===== config.mk =====
export PLATFORM = sky130hd
export DESIGN_NAME = therm_hyst_mon
export DESIGN_NICKNAME = d
export VERILOG_FILES = /design/src/rtl/therm_hyst_pkg.sv /design/src/rtl/thm_accept.sv /design/src/rtl/thm_hyst_cell.sv /design/src/rtl/therm_hyst_mon.sv
export SDC_FILE = /design/constraint.sdc
export NUM_CORES = 1
export LEC_CHECK = 0
export ABC_AREA = 1
export BUFFER_PORTS_ARGS = -buffer_cell sky130_fd_sc_hd__buf_2
export CAP_MARGIN = 20
export CORE_AREA = 3 3 40 42
export CTS_CLUSTER_DIAMETER = 30
export DETAILED_ROUTE_END_ITERATION = 6
export DIE_AREA = 0 0 43 45
export GPL_TIMING_DRIVEN = 0
export RECOVER_POWER = 100
export SKIP_CTS_REPAIR_TIMING = 1
export SLEW_MARGIN = 20
export SYNTH_ARGS = -nofsm -noshare
export SYNTH_HDL_FRONTEND = slang
export SYNTH_HIERARCHICAL = 1
export SYNTH_SLANG_ARGS = --single-unit

===== constraint.sdc =====
create_clock -name clk -period 1.03 [get_ports clk]
set_input_delay 0.309 -clock clk [delete_from_list [all_inputs] [get_ports clk]]
set_output_delay 0.309 -clock clk [all_outputs]
set_load 0.05 [all_outputs]

===== src/rtl/therm_hyst_pkg.sv =====
package therm_hyst_pkg;

  // Number of hysteresis windows handled by the monitor.
  localparam int unsigned N_WIN = 2;

  // Index of each window inside the flag vector.
  localparam int unsigned WIN_FAN = 0;
  localparam int unsigned WIN_OT  = 1;

  // Percent-of-full-scale to code, rounded to nearest, full scale = 2**w.
  function automatic int unsigned pct_level(input int unsigned pct,
                                            input int unsigned w);
    return (pct * (32'd1 << w) + 32'd50) / 32'd100;
  endfunction

endpackage


===== src/rtl/thm_accept.sv =====
module thm_accept (
  input  logic clk,
  input  logic rst_n,
  input  logic s_valid,
  output logic s_ready,
  output logic take
);
  logic rdy_q;

  // Ready rises one cycle after reset is released and then stays high.
  always_ff @(posedge clk) begin
    if (!rst_n) rdy_q <= 1'b0;
    else        rdy_q <= 1'b1;
  end

  assign s_ready = rdy_q;
  assign take    = s_valid & rdy_q;
endmodule


===== src/rtl/thm_hyst_cell.sv =====
module thm_hyst_cell #(
  parameter int unsigned W       = 10,
  parameter int unsigned SET_LVL = 338,
  parameter int unsigned CLR_LVL = 399
) (
  input  logic         clk,
  input  logic         rst_n,
  input  logic         take,
  input  logic [W-1:0] sample,
  output logic         flag
);
  localparam logic [W-1:0] SET_V = W'(SET_LVL);
  localparam logic [W-1:0] CLR_V = W'(CLR_LVL);

  logic flag_q;
  logic flag_d;

  // Lower reading = hotter: strictly below set raises, strictly above clear drops.
  always_comb begin
    flag_d = flag_q;
    if (sample < SET_V)      flag_d = 1'b1;
    else if (sample > CLR_V) flag_d = 1'b0;
  end

  always_ff @(posedge clk) begin
    if (!rst_n)    flag_q <= 1'b0;
    else if (take) flag_q <= flag_d;
  end

  assign flag = flag_q;
endmodule


===== src/rtl/therm_hyst_mon.sv =====
module therm_hyst_mon
  import therm_hyst_pkg::*;
#(
  parameter int unsigned ADC_W       = 10,
  parameter int unsigned FAN_SET_PCT = 33,
  parameter int unsigned FAN_CLR_PCT = 39,
  parameter int unsigned OT_SET_PCT  = 28,
  parameter int unsigned OT_CLR_PCT  = 33
) (
  input  logic             clk,
  input  logic             rst_n,
  input  logic             s_valid,
  output logic             s_ready,
  input  logic [ADC_W-1:0] s_data,
  output logic             fan_req,
  output logic             over_temp
);
  localparam int unsigned FAN_SET = pct_level(FAN_SET_PCT, ADC_W);
  localparam int unsigned FAN_CLR = pct_level(FAN_CLR_PCT, ADC_W);
  localparam int unsigned OT_SET  = pct_level(OT_SET_PCT,  ADC_W);
  localparam int unsigned OT_CLR  = pct_level(OT_CLR_PCT,  ADC_W);

  localparam int unsigned SET_TAB [N_WIN] = '{FAN_SET, OT_SET};
  localparam int unsigned CLR_TAB [N_WIN] = '{FAN_CLR, OT_CLR};

  logic             take;
  logic [N_WIN-1:0] flags;

  thm_accept u_accept (
    .clk     (clk),
    .rst_n   (rst_n),
    .s_valid (s_valid),
    .s_ready (s_ready),
    .take    (take)
  );

  for (genvar g = 0; g < N_WIN; g++) begin : g_win
    thm_hyst_cell #(
      .W       (ADC_W),
      .SET_LVL (SET_TAB[g]),
      .CLR_LVL (CLR_TAB[g])
    ) u_cell (
      .clk    (clk),
      .rst_n  (rst_n),
      .take   (take),
      .sample (s_data),
      .flag   (flags[g])
    );
  end

  assign fan_req   = flags[WIN_FAN];
  assign over_temp = flags[WIN_OT];
endmodule


=== Word level (Yosys, flattened, before mapping) ===
Index checks and enable logic that the tools add are counted.

* Register bits: 3
* Input port bits: 13
* Bits in writable memories: 0
* Output and inout port bits: 3
* Bits in latches: 0
* Memories: 0
* ROM bits: 0
* Logic and storage cells: 17

* Add/sub/neg operators: 0
* Muxes and demuxes: 5
* Bitwise logic cells: 1
* Shift operators: 0
* $mul: 0
* Equality and inequality tests: 0
* Reduce and logical (&&, ||, !) cells: 4
* Divide/modulo/power cells: 0
* Order comparisons: 4

{| class="wikitable"
|+ Operator list
! cell !! count
|-
| $gt A10 B9 Y1 const B || 2
|-
| $lt A10 B9 Y1 const B || 2
|-
| $mux W1 || 5
|-
| $reduce_and A2 Y1 || 2
|-
| $reduce_bool A2 Y1 || 2
|-
| $and A1 B1 Y1 || 1
|}

=== Logic depth before layout (Yosys ltp) ===
* Word-level depth: 3
* Gate-level depth with buffers: 7
* Gate-level depth less buffers: 7

=== Modules after synthesis ===
The synthesis kept the hierarchy.

{| class="wikitable"
|+ By module, submodules not included
! module !! instances !! seq. area each (um2) !! cells each !! area an instance (um2)
|-
| thm_hyst_cell (g_win[0].u_cell) || 1 || 20.0 || 23 || 112.6
|-
| thm_hyst_cell (g_win[1].u_cell) || 1 || 20.0 || 19 || 103.8
|-
| thm_accept || 1 || 20.0 || 3 || 27.5
|}

=== Least setup slack after synthesis ===
OpenSTA, ideal clock, no wires.

* Path type: reg2reg
* Start point: register u_accept.rdy_q (netlist: u_accept/s_ready)
* End point: register g_win[1].u_cell.flag_q
* Data required time: 0.909 ns
* Buffers on the path: 0
* Stages on the path, launching flop included: 8
* Setup time: 0.121 ns
* Clock period less this slack: 1.277 ns
* Arrival: 1.156 ns
* Setup slack: -0.247 ns
* Cells stage by stage: dfxtp_1 > nand2_1 > inv_1 > nand2_1 > nor2_1 > a21boi_1 > nand2_1 > a21oi_2

* Longest elaborated chain between the ends: 2

{| class="wikitable"
|+ RTL lines
! element !! RTL line !! source
|-
| start, declared || thm_accept.sv:8 || <nowiki>logic rdy_q;</nowiki>
|-
| start signal, assigned || thm_accept.sv:12 || <nowiki>if (!rst_n) rdy_q <= 1'b0;</nowiki>
|-
| start signal, assigned || thm_accept.sv:13 || <nowiki>else rdy_q <= 1'b1;</nowiki>
|-
| $and A1 B1 Y1 || thm_accept.sv:17 || <nowiki>assign take = s_valid & rdy_q;</nowiki>
|-
| via take || therm_hyst_mon.sv:26 || <nowiki>logic take;</nowiki>
|-
| $reduce_and A2 Y1 (no source line) || -- ||
|-
| end signal, assigned || thm_hyst_cell.sv:27 || <nowiki>else if (take) flag_q <= flag_d;</nowiki>
|-
| end, declared || thm_hyst_cell.sv:15 || <nowiki>logic flag_q;</nowiki>
|}

The timed path passes the listed nets, and every way through them passes these cells.
A chain may end at the register's enable or synchronous reset.

=== Worst setup path in the final report ===
* Start point: register g_win[1].u_cell.flag_q
* End point: output port over_temp

{| class="wikitable"
|+ RTL lines
! element !! RTL line !! source
|-
| end, declared || therm_hyst_mon.sv:16 || <nowiki>output logic over_temp</nowiki>
|}

No word-level cell between the ends.

==> run_results.csv <==
group,metric,value,unit
status,status,"complete, but fails checks",
status,violations,"setup timing",
worst_setup_path,r2r-start,"u_accept/s_ready",
placement,dp_hpwl,534,um
clock_network,cts_buffers,3,
final_layout,design_area,399,um2
global_route,antenna_found_initial,0,
worst_setup_path,required,0.72,ns
final_layout,drive_above_1_share,37.5,%
worst_setup_path,critPathCaptureType,"primary output",
worst_setup_path,path_max_fanout,3,
pwr,power.switching,0.132,mW
timing,timing.final.ws_setup,-0.00487,ns
clock_network,cts_max_level,1,
route,postRouteAntennaNets,0,
floorplan,fp.dieArea,0.00194,mm2
floorplan,core,0.00128,mm2
timing,period_minus_slack,1.03,ns
timing,slew_headroom,87.8,%
global_route,grt_pass1_vias,279,
pwr,seqPwrFrac,28.5,%
worst_setup_path,cp.arrival,0.73,ns
clock_network,clk_latency,0.23,ns
global_route,grt_max_degree,8,
pwr,p_leak,0.198,nW
pwr,power,0.448,mW
worst_setup_path,rr_worst_depth,7,
clock_network,clock_tree.root_cell,"clkbuf_4",
placement,port_buffers,15,
pwr,p_comb_share,25.7,%
global_route,overflow,0,
route,vias_per_cell,3.99,
min_path,min_path_cells,1,
final_layout,final_cells,79,
floorplan,rows,13,
worst_setup_path,path_buf_inv,1,
worst_setup_path,ff2ff_setup_slack,0.08,ns
timing,fin_crit_sh,100,%
route,drc,0,
final_layout,fill_cells,147,
route,first_pass_iters,2,
global_route,track_usage,6.98,%
clock_network,clk_path_buf_depth,2,
clock_network,clk_pin_slew_worst_paths,0.04,ns
route,wl,682,um
route,first_iter_violations,4,
synth,syn_avg_cell_area,5.42,um2
worst_setup_path,cp_slowest_cell,"dfxtp_2",
final_layout,area_growth,63.6,%
min_path,worstHoldStart,"rst_n",
final_layout,fin_nets,78,
route,vias,315,
pwr,ir_drop,0.476,mV
min_path,hp-class,"in -> reg",
placement,place_congestion,0.731,
worst_setup_path,cp_cell_sequence,"buf_8",
timing,rsz0062_at_grt,"yes",
timing,setup_viol,1,
final_layout,multi_input_area,158,um2
placement,dp_slack,-0.000494,ns
placement,dp_cells,75,
synth,synth-seq-cells,3,
final_layout,n_antenna_cell,0,
clock_network,clkSinkCount,3,
timing,clock_skew,0.00317,ns
worst_setup_path,critPathMaxStageDelay,0.34,ns
floorplan,start_util,19.0,%
pwr,p_int,0.316,mW
worst_setup_path,start_kind,"flip-flop",
global_route,grt_pass1_wl,1.01,mm
synth,synth_top_cell_by_area,"nand2_1",
final_layout,most-common-layout-cells,"nand2_1, buf_2, nor2_1",
synth,ys_warn_count,6,
job,maxCapViolations,0,
pwr,switching_share,29.4,%
timing,worst_pin_slew,0.181,ns
synth,netlist_area,244,um2
synth,synthCells,45,
worst_setup_path,crit_family,"flip-flops",
final_layout,final_common_cell,"nand2_1",
placement,dpl-instance-area,342,um2
clock_network,cts_tree,"built",
route,post_drt_wl_per_cell,8.63,um
synth,netlist.area_leader.share,26.2,%
synth,yosys-top-cells-area,"nand2_1, dfxtp_1, nor2_1",
worst_setup_path,reg2reg_to,"g_win[1].u_cell/flag",
pwr,power.clock.fraction,45.8,%
timing,report.final.slew_viol_count,0,
worst_setup_path,crit_type,"reg -> out",
final_layout,seqCellArea,66.3,um2
synth,ys_types,10,
synth,synth_nets,58,
floorplan,die_x,43,um
timing,setup_tns,-0.00487,ns
timing,fmax,0.966,GHz
timing,finalHoldViolCount,0,
min_path,holdPathEnd,"u_accept/s_ready",
pwr,powerDensity,1120,mW/mm2
floorplan,io_pins,16,
floorplan,die_y,45,um
synth,seq_area_frac_synth,24.6,%
[registers in the layout (all words and copies together) (netlist names)]
signal,cells
u_accept/s_ready,1
g_win.u_cell/flag,2
[per-layer routing]
layer  global-route usage [%]  vias up  routed length, um
li1                         -      175                  -
met1                     7.19      133                297
met2                     12.3        7                355
met3                     1.59        0                 29
met4                     5.42        0                  0
met5                        0        -                  0
[area by class of cell]
type / count / area share (%)
sequential: 3 / 16.6
multi-input combinational: 35 / 39.5
timing repair buffer: 15 / 26.0
inverter: 7 / 6.58
clock buffer: 4 / 6.58
tap: 15 / 4.70
[cell families after synthesis]
logic type      count (synthesis)  synth area share, %
simple gates                   30                 49.2
compound gates                  5                 15.4
buf+inv                         7                 10.8
flops                           3                 24.6
[per-stage QoR]
step	hold slack, ns	util [%]
finish	0.231	31.1
global route	0.224	31.1
CTS	0.203	28.6
detailed placement	0.446	26.6
global placement	0.446	26.6
floorplan	0.337	-
[how the worst max path moves through the flow]
stage          cells past startpoint  slack [ns]                 start                    to
6_report                           1      -0.005  g_win[1].u_cell/flag             over_temp
3_3_place_gp                       8       0.007               s_valid  g_win[1].u_cell/flag
3_5_place_dp                       8     -0.0005               s_valid  g_win[1].u_cell/flag
2_1_floorplan                      7        0.02      u_accept/s_ready  g_win[1].u_cell/flag
5_1_grt                            1       -0.03  g_win[1].u_cell/flag             over_temp
4_1_cts                            1       -0.13  g_win[1].u_cell/flag             over_temp
[worst register-to-register path: cells and delay by family, from the launching register on]
| kind | cells | cell delay, ns |
|---|---|---|
| AO/OA/AOI/OAI | 2 | 0.12 |
| AND/OR/NAND/NOR | 4 | 0.28 |
| buffers and inverters | 1 | 0.10 |
| flip-flops | 1 | 0.34 |
[power groups by stage]
stage          combinational, mW  sequential (mW)  clock (mW)
2_1_floorplan             0.0397            0.146           0
3_3_place_gp               0.103            0.126           0
3_5_place_dp               0.104            0.126           0
4_1_cts                    0.105            0.124       0.220
5_1_grt                    0.128            0.128       0.227
6_report                   0.115            0.128       0.205
[cells in the mapped netlist (all sizes together)]
| cell | n |
|---|---|
| nand2 | 17 |
| o21ai | 1 |
| a21oi | 2 |
| a21boi | 1 |
| inv | 7 |
| dfxtp | 3 |
| o211ai | 1 |
| nor2 | 9 |
| nand3 | 4 |
No activity file was read; power rests on OpenSTA's default activity.
